<file path="config.mk">
export PLATFORM = sky130hd
export DESIGN_NAME = bp_bank_reg
export DESIGN_NICKNAME = d
export VERILOG_FILES = /design/src/rtl/bp_bank_pkg.sv /design/src/rtl/bp_bank_ctrl.sv /design/src/rtl/bp_bank_dp.sv /design/src/rtl/bp_bank_reg.sv
export SDC_FILE = /design/constraint.sdc
export NUM_CORES = 1
export LEC_CHECK = 0
export CAP_MARGIN = 10
export CORE_ASPECT_RATIO = 1.1
export CORE_MARGIN = 1.5
export CORE_UTILIZATION = 23
export CTS_CLUSTER_DIAMETER = 100
export DETAILED_ROUTE_END_ITERATION = 16
export PLACE_DENSITY_LB_ADDON = 0.2
export SYNTH_ARGS = -nofsm -noshare
export SYNTH_HDL_FRONTEND = slang
export SYNTH_HIERARCHICAL = 1
export SYNTH_SLANG_ARGS = --single-unit
export TNS_END_PERCENT = 10
</file>
<file path="constraint.sdc">
create_clock -name clk -period 2.48 [get_ports clk]
set_input_delay 0.496 -clock clk [delete_from_list [all_inputs] [get_ports clk]]
set_output_delay 0.496 -clock clk [all_outputs]
set_load 0.02 [all_outputs]
</file>
<file path="src/rtl/bp_bank_pkg.sv">
package bp_bank_pkg;

  typedef enum logic [2:0] {
    RD_ZERO  = 3'd0,
    RD_SEC   = 3'd1,
    RD_NS    = 3'd2,
    RD_G0    = 3'd3,
    RD_G0INC = 3'd4
  } rdSrc_e;

  typedef struct packed {
    logic   wrSec;
    logic   wrNs;
    logic   fwdG0;
    rdSrc_e rdSrc;
  } bpStrobe_t;

  localparam int BANK_SEC = 0;
  localparam int BANK_NS  = 1;
  localparam int N_BANKS  = 2;

endpackage

</file>
<file path="src/rtl/bp_bank_ctrl.sv">
module bp_bank_ctrl
  import bp_bank_pkg::*;
(
  input  logic      clk,
  input  logic      rstN,
  input  logic      wrEn,
  input  logic      secSel,
  input  logic      redirect,
  input  logic      cmnSec,
  input  logic      cmnNs,
  output bpStrobe_t strb
);

  always_comb begin
    strb       = '0;
    strb.rdSrc = RD_ZERO;
    if (!redirect) begin
      if (secSel) begin
        if (cmnSec) begin
          strb.rdSrc = RD_G0;
          strb.fwdG0 = wrEn;
        end else begin
          strb.rdSrc = RD_SEC;
          strb.wrSec = wrEn;
        end
      end else begin
        if (cmnNs) begin
          strb.rdSrc = RD_G0INC;
        end else begin
          strb.rdSrc = RD_NS;
          strb.wrNs  = wrEn;
        end
      end
    end
  end


  redirect_quiet_chk: assert property (@(posedge clk) disable iff (!rstN)
    redirect |-> !(strb.wrSec || strb.wrNs || strb.fwdG0));


  ns_cmn_nowrite_chk: assert property (@(posedge clk) disable iff (!rstN)
    (!secSel && cmnNs) |-> !strb.wrNs);


  strobe_excl_chk: assert property (@(posedge clk) disable iff (!rstN)
    $onehot0({strb.wrSec, strb.wrNs, strb.fwdG0}));

endmodule

</file>
<file path="src/rtl/bp_bank_dp.sv">
module bp_bank_dp
  import bp_bank_pkg::*;
#(
  parameter int DATA_W   = 64,
  parameter int BP_W     = 3,
  parameter int GRP0_MIN = 0
) (
  input  logic              clk,
  input  logic              rstN,
  input  bpStrobe_t         strb,
  input  logic [DATA_W-1:0] wrData,
  input  logic [BP_W-1:0]   grp0Bp,
  output logic [DATA_W-1:0] rdData,
  output logic              grp0WrEn,
  output logic [BP_W-1:0]   grp0WrData
);

  localparam int BP_MAX   = (1 << BP_W) - 1;
  localparam int NS_MIN_I = (GRP0_MIN + 1 > BP_MAX) ? BP_MAX : GRP0_MIN + 1;
  localparam logic [BP_W-1:0] SEC_MIN = BP_W'(GRP0_MIN);
  localparam logic [BP_W-1:0] NS_MIN  = BP_W'(NS_MIN_I);

  logic [BP_W-1:0] wrField;
  logic [BP_W-1:0] bankQ   [N_BANKS];
  logic [BP_W-1:0] bankNxt [N_BANKS];
  logic            bankWr  [N_BANKS];
  logic [BP_W:0]   g0Sum;
  logic [BP_W-1:0] g0Inc;
  logic [BP_W-1:0] rdField;

  assign wrField = wrData[BP_W-1:0];
  assign bankWr[BANK_SEC] = strb.wrSec;
  assign bankWr[BANK_NS]  = strb.wrNs;

  for (genvar b = 0; b < N_BANKS; b++) begin : g_bank
    localparam logic [BP_W-1:0] FLOOR = (b == BANK_SEC) ? SEC_MIN : NS_MIN;

    assign bankNxt[b] = (wrField < FLOOR) ? FLOOR : wrField;

    always_ff @(posedge clk) begin
      if (!rstN) begin
        bankQ[b] <= FLOOR;
      end else if (bankWr[b]) begin
        bankQ[b] <= bankNxt[b];
      end
    end


    floor_hold_chk: assert property (@(posedge clk) disable iff (!rstN)
      bankQ[b] >= FLOOR);


    bank_stable_chk: assert property (@(posedge clk) disable iff (!rstN)
      !bankWr[b] |=> $stable(bankQ[b]));
  end

  assign g0Sum = {1'b0, grp0Bp} + 1'b1;
  assign g0Inc = g0Sum[BP_W] ? BP_W'(BP_MAX) : g0Sum[BP_W-1:0];

  always_comb begin
    case (strb.rdSrc)
      RD_SEC:   rdField = bankQ[BANK_SEC];
      RD_NS:    rdField = bankQ[BANK_NS];
      RD_G0:    rdField = grp0Bp;
      RD_G0INC: rdField = g0Inc;
      default:  rdField = '0;
    endcase
  end

  assign rdData     = {{(DATA_W - BP_W){1'b0}}, rdField};
  assign grp0WrEn   = strb.fwdG0;
  assign grp0WrData = bankNxt[BANK_SEC];


  g0inc_sat_chk: assert property (@(posedge clk) disable iff (!rstN)
    (strb.rdSrc == RD_G0INC && grp0Bp == BP_W'(BP_MAX)) |-> rdField == BP_W'(BP_MAX));


  upper_zero_chk: assert property (@(posedge clk) disable iff (!rstN)
    rdData[DATA_W-1:BP_W] == '0);

endmodule

</file>
<file path="src/rtl/bp_bank_reg.sv">
module bp_bank_reg
  import bp_bank_pkg::*;
#(
  parameter int DATA_W   = 64,
  parameter int BP_W     = 3,
  parameter int GRP0_MIN = 0
) (
  input  logic              clk,
  input  logic              rstN,
  input  logic              wrEn,
  input  logic              secSel,
  input  logic [DATA_W-1:0] wrData,
  input  logic              redirect,
  input  logic              cmnSec,
  input  logic              cmnNs,
  input  logic [BP_W-1:0]   grp0Bp,
  output logic [DATA_W-1:0] rdData,
  output logic              grp0WrEn,
  output logic [BP_W-1:0]   grp0WrData
);

  bpStrobe_t strb;

  bp_bank_ctrl u_ctrl (
    .clk      (clk),
    .rstN     (rstN),
    .wrEn     (wrEn),
    .secSel   (secSel),
    .redirect (redirect),
    .cmnSec   (cmnSec),
    .cmnNs    (cmnNs),
    .strb     (strb)
  );

  bp_bank_dp #(
    .DATA_W   (DATA_W),
    .BP_W     (BP_W),
    .GRP0_MIN (GRP0_MIN)
  ) u_dp (
    .clk        (clk),
    .rstN       (rstN),
    .strb       (strb),
    .wrData     (wrData),
    .grp0Bp     (grp0Bp),
    .rdData     (rdData),
    .grp0WrEn   (grp0WrEn),
    .grp0WrData (grp0WrData)
  );


  fwd_needs_wr_chk: assert property (@(posedge clk) disable iff (!rstN)
    !wrEn |-> !grp0WrEn);


  fwd_sec_only_chk: assert property (@(posedge clk) disable iff (!rstN)
    grp0WrEn |-> (secSel && cmnSec && !redirect));

endmodule

</file>
==> flow_summary.yaml, run 1 <==
outcome:
  status: "finished, final reports clean"
clock_network:
  cts_hold_buf: 0
  cts_tree: "done"
  path_clk_slew_ps: 30
  htreeDepth: 1
  post_cts_buffers: 0
  cts-root-buf: "clkbuf_8"
  cts.sinks: 6
  clockBufferDepth: 2
  cts_inserted_buffers: 3
sta:
  final-hold-violation-count: 0
  final_max_slew_viol_count: 0
  fin_ws_ps: 96.1
  fin_crit_ps: 2380
  maxClockFrequency_mhz: 419
  min_period_over_period_pct: 96.1
  setup_viol_count_final: 0
  rsz0062_at_grt: "false"
floorplan:
  die_w_microns: 63.9
  core_sq_um: 3930
  row_count: 24
  die_area_sq_um: 4480
  io_pins: 142
  die-height_microns: 70.0
  start_util_pct: 23.9
drt:
  wire_per_inst_microns: 8.20
  firstDrtPassIters: 3
  ant_nets: 0
  avgViaCountPerCell: 3.40
  drc: 0
  vias: 642
  drt_iter0_drc: 6
  drt-total-wl_microns: 1550
critical_path:
  crit_arrival_ps: 1890
  path_class: "in -> out"
  start_kind: "primary input"
  crit_path_end_kind: "output port"
  cp.required_ps: 1980
  path_max_fanout: 6
global_routing:
  antenna_found_initial: 0
  grt_max_degree: 9
  grt_overflow: 0
  grt_pass1_vias: 545
  grt_pass1_wl_microns: 2180
  grt_usage_pct: 6.16
logic_synthesis:
  synth_edf_count: 6
  synth.avg_cell_area_sq_um: 8.54
  synth_area_leaders: "buf_4 (52%), edfxtp_1 (19%), and3_1 (4.0%)"
  yosys_warnings: 6
  synthFlopType: "edfxtp_1"
  synth-seq-cells: 6
  syn-instance-count: 110
  seq_area_frac_synth_pct: 19.2
  synth_xor_xnor_area_share_pct: 0
  netlist.area_leader.share_pct: 51.9
  async_reset_ff_share_pct: 0
  synth_area_leader_cell: "buf_4"
  yosys.area_share.adder_pct: 1.33
  synth_top_family_by_area: "buffers and inverters"
  synthMuxAreaShare_pct: 2.40
  synthSimpleGateAreaFrac_pct: 17.0
  ys_types: 25
  synth_compound_area_share_pct: 7.72
  syn_area_sq_um: 940
placement:
  gp_congestion: 0.768
  portBuffers: 19
  place_ws_ps: -712
  hpwl_microns: 1330
power_and_ir_drop:
  leakage_uw: 0.000557
  powerDensity_nw_per_um2: 419
  power.total_uw: 446
  peakVddDrop_v: 0.000210
job:
  maxCapViolations: 0
cells_and_area:
  final_common_cell: "conb_1"
  largest_reg_flops: 6
  top_register: "u_dp/bankQ"
  layout_common_cells: "conb_1 (61), clkdlybuf4s50_1 (11), buf_4 (9)"
  largestRegisters: "u_dp/bankQ (6)"
  nets: 214
  syn_to_final_growth_pct: 13.3
  diodes: 0
  drive_above_1_share_pct: 21.2
hold_path:
  worstHoldPathType: "in -> reg"
-- final timing paths --
check / from / end / slack [ps] / cells after the start
max: redirect / rdData[1] / 100 / 8
min: cmnNs / u_dp/bankQ[1][0] / 740 / 4
-- layout make-up --
| type | instances | area [sq um] |
|---|---|---|
| fillers | 439 | 2870 |
| multi-input cells | 99 | 528 |
| repair buffers | 29 | 250 |
| flip-flops and latches | 6 | 180 |
| well taps | 52 | 65.1 |
| clock buffers | 3 | 41.3 |
-- critical path: stages --
cell	delay (ps)
dlygate4sd2_1	260
buf_4	140
a21oi_2	120
buf_6	130
mux2_2	340
a22oi_2	120
o22ai_1	120
buf_2	170
-- cell families (layout without fill, tap and decap cells) --
| logic type | Yosys count | count (layout) |
|---|---|---|
| buf+inv | 65 | 32 |
| simple gates | 24 | 24 |
| compound gates | 11 | 11 |
| flops | 6 | 6 |
| mux | 2 | 2 |
| fa+ha+maj | 1 | 1 |
| other cells | 1 | 61 |
-- what timing repair did --
item / 4_1_cts / 5_1_grt
endpoints found under the setup margin: 4 / 4
cloned: 0 / 0
pin swaps: 3 / 4
resized for setup: 22 / 10
-- where the power goes --
part | switching [uW] | internal [uW] | leakage, uW
clock network | 38.4 | 104 | 0.0000216
logic | 127 | 54.7 | 0.000477
registers | 2.07 | 119 | 0.0000583
total | 168 | 278 | 0.000557
-- synth_stat cells, types with 2 or more instances --
master and count:
buf_4 65, nand3b_1 2, a22oi_1 2, o22ai_1 3, edfxtp_1 6, nand2b_1 2, nand2_1 2, nand3_1 2
mux2_2 2, nor2_1 2, and3_1 6, a21oi_1 3
-- routing by layer --
layer / global-route usage (%) / up-vias / share of wire, %
li1: - / 303 / -
met1: 5.46 / 288 / 33
met2: 12.4 / 47 / 57
met3: 1.13 / 4 / 8.1
met4: 3.62 / 0 / 2.1
met5: 0 / - / 0
-- metrics by stage --
stage	instances	utilization (%)	cell area, sq um	TNS [ps]	hold slack [ps]
after global routing	189	27.1	1060	0	777
final	189	27.1	1060	0	737
after detailed placement	186	25.6	1010	-2280	1240
after CTS	189	26.7	1050	-0.673	890
after floorplan	170	-	1160	0	657
after global placement	186	25.6	1010	-2130	1230
No activity file was read; power rests on OpenSTA's default activity.
==> run 2, diff against run 1 <==
--- a/config.mk
+++ b/config.mk
@@ -11,6 +11,7 @@
 export CORE_UTILIZATION = 23
 export CTS_CLUSTER_DIAMETER = 100
 export DETAILED_ROUTE_END_ITERATION = 16
+export HOLD_SLACK_MARGIN = 0.06
 export PLACE_DENSITY_LB_ADDON = 0.2
 export SYNTH_ARGS = -nofsm -noshare
 export SYNTH_HDL_FRONTEND = slang
==> results of run 2 <==
No change in the layout: final DEF, timing and power equal those of run 1.
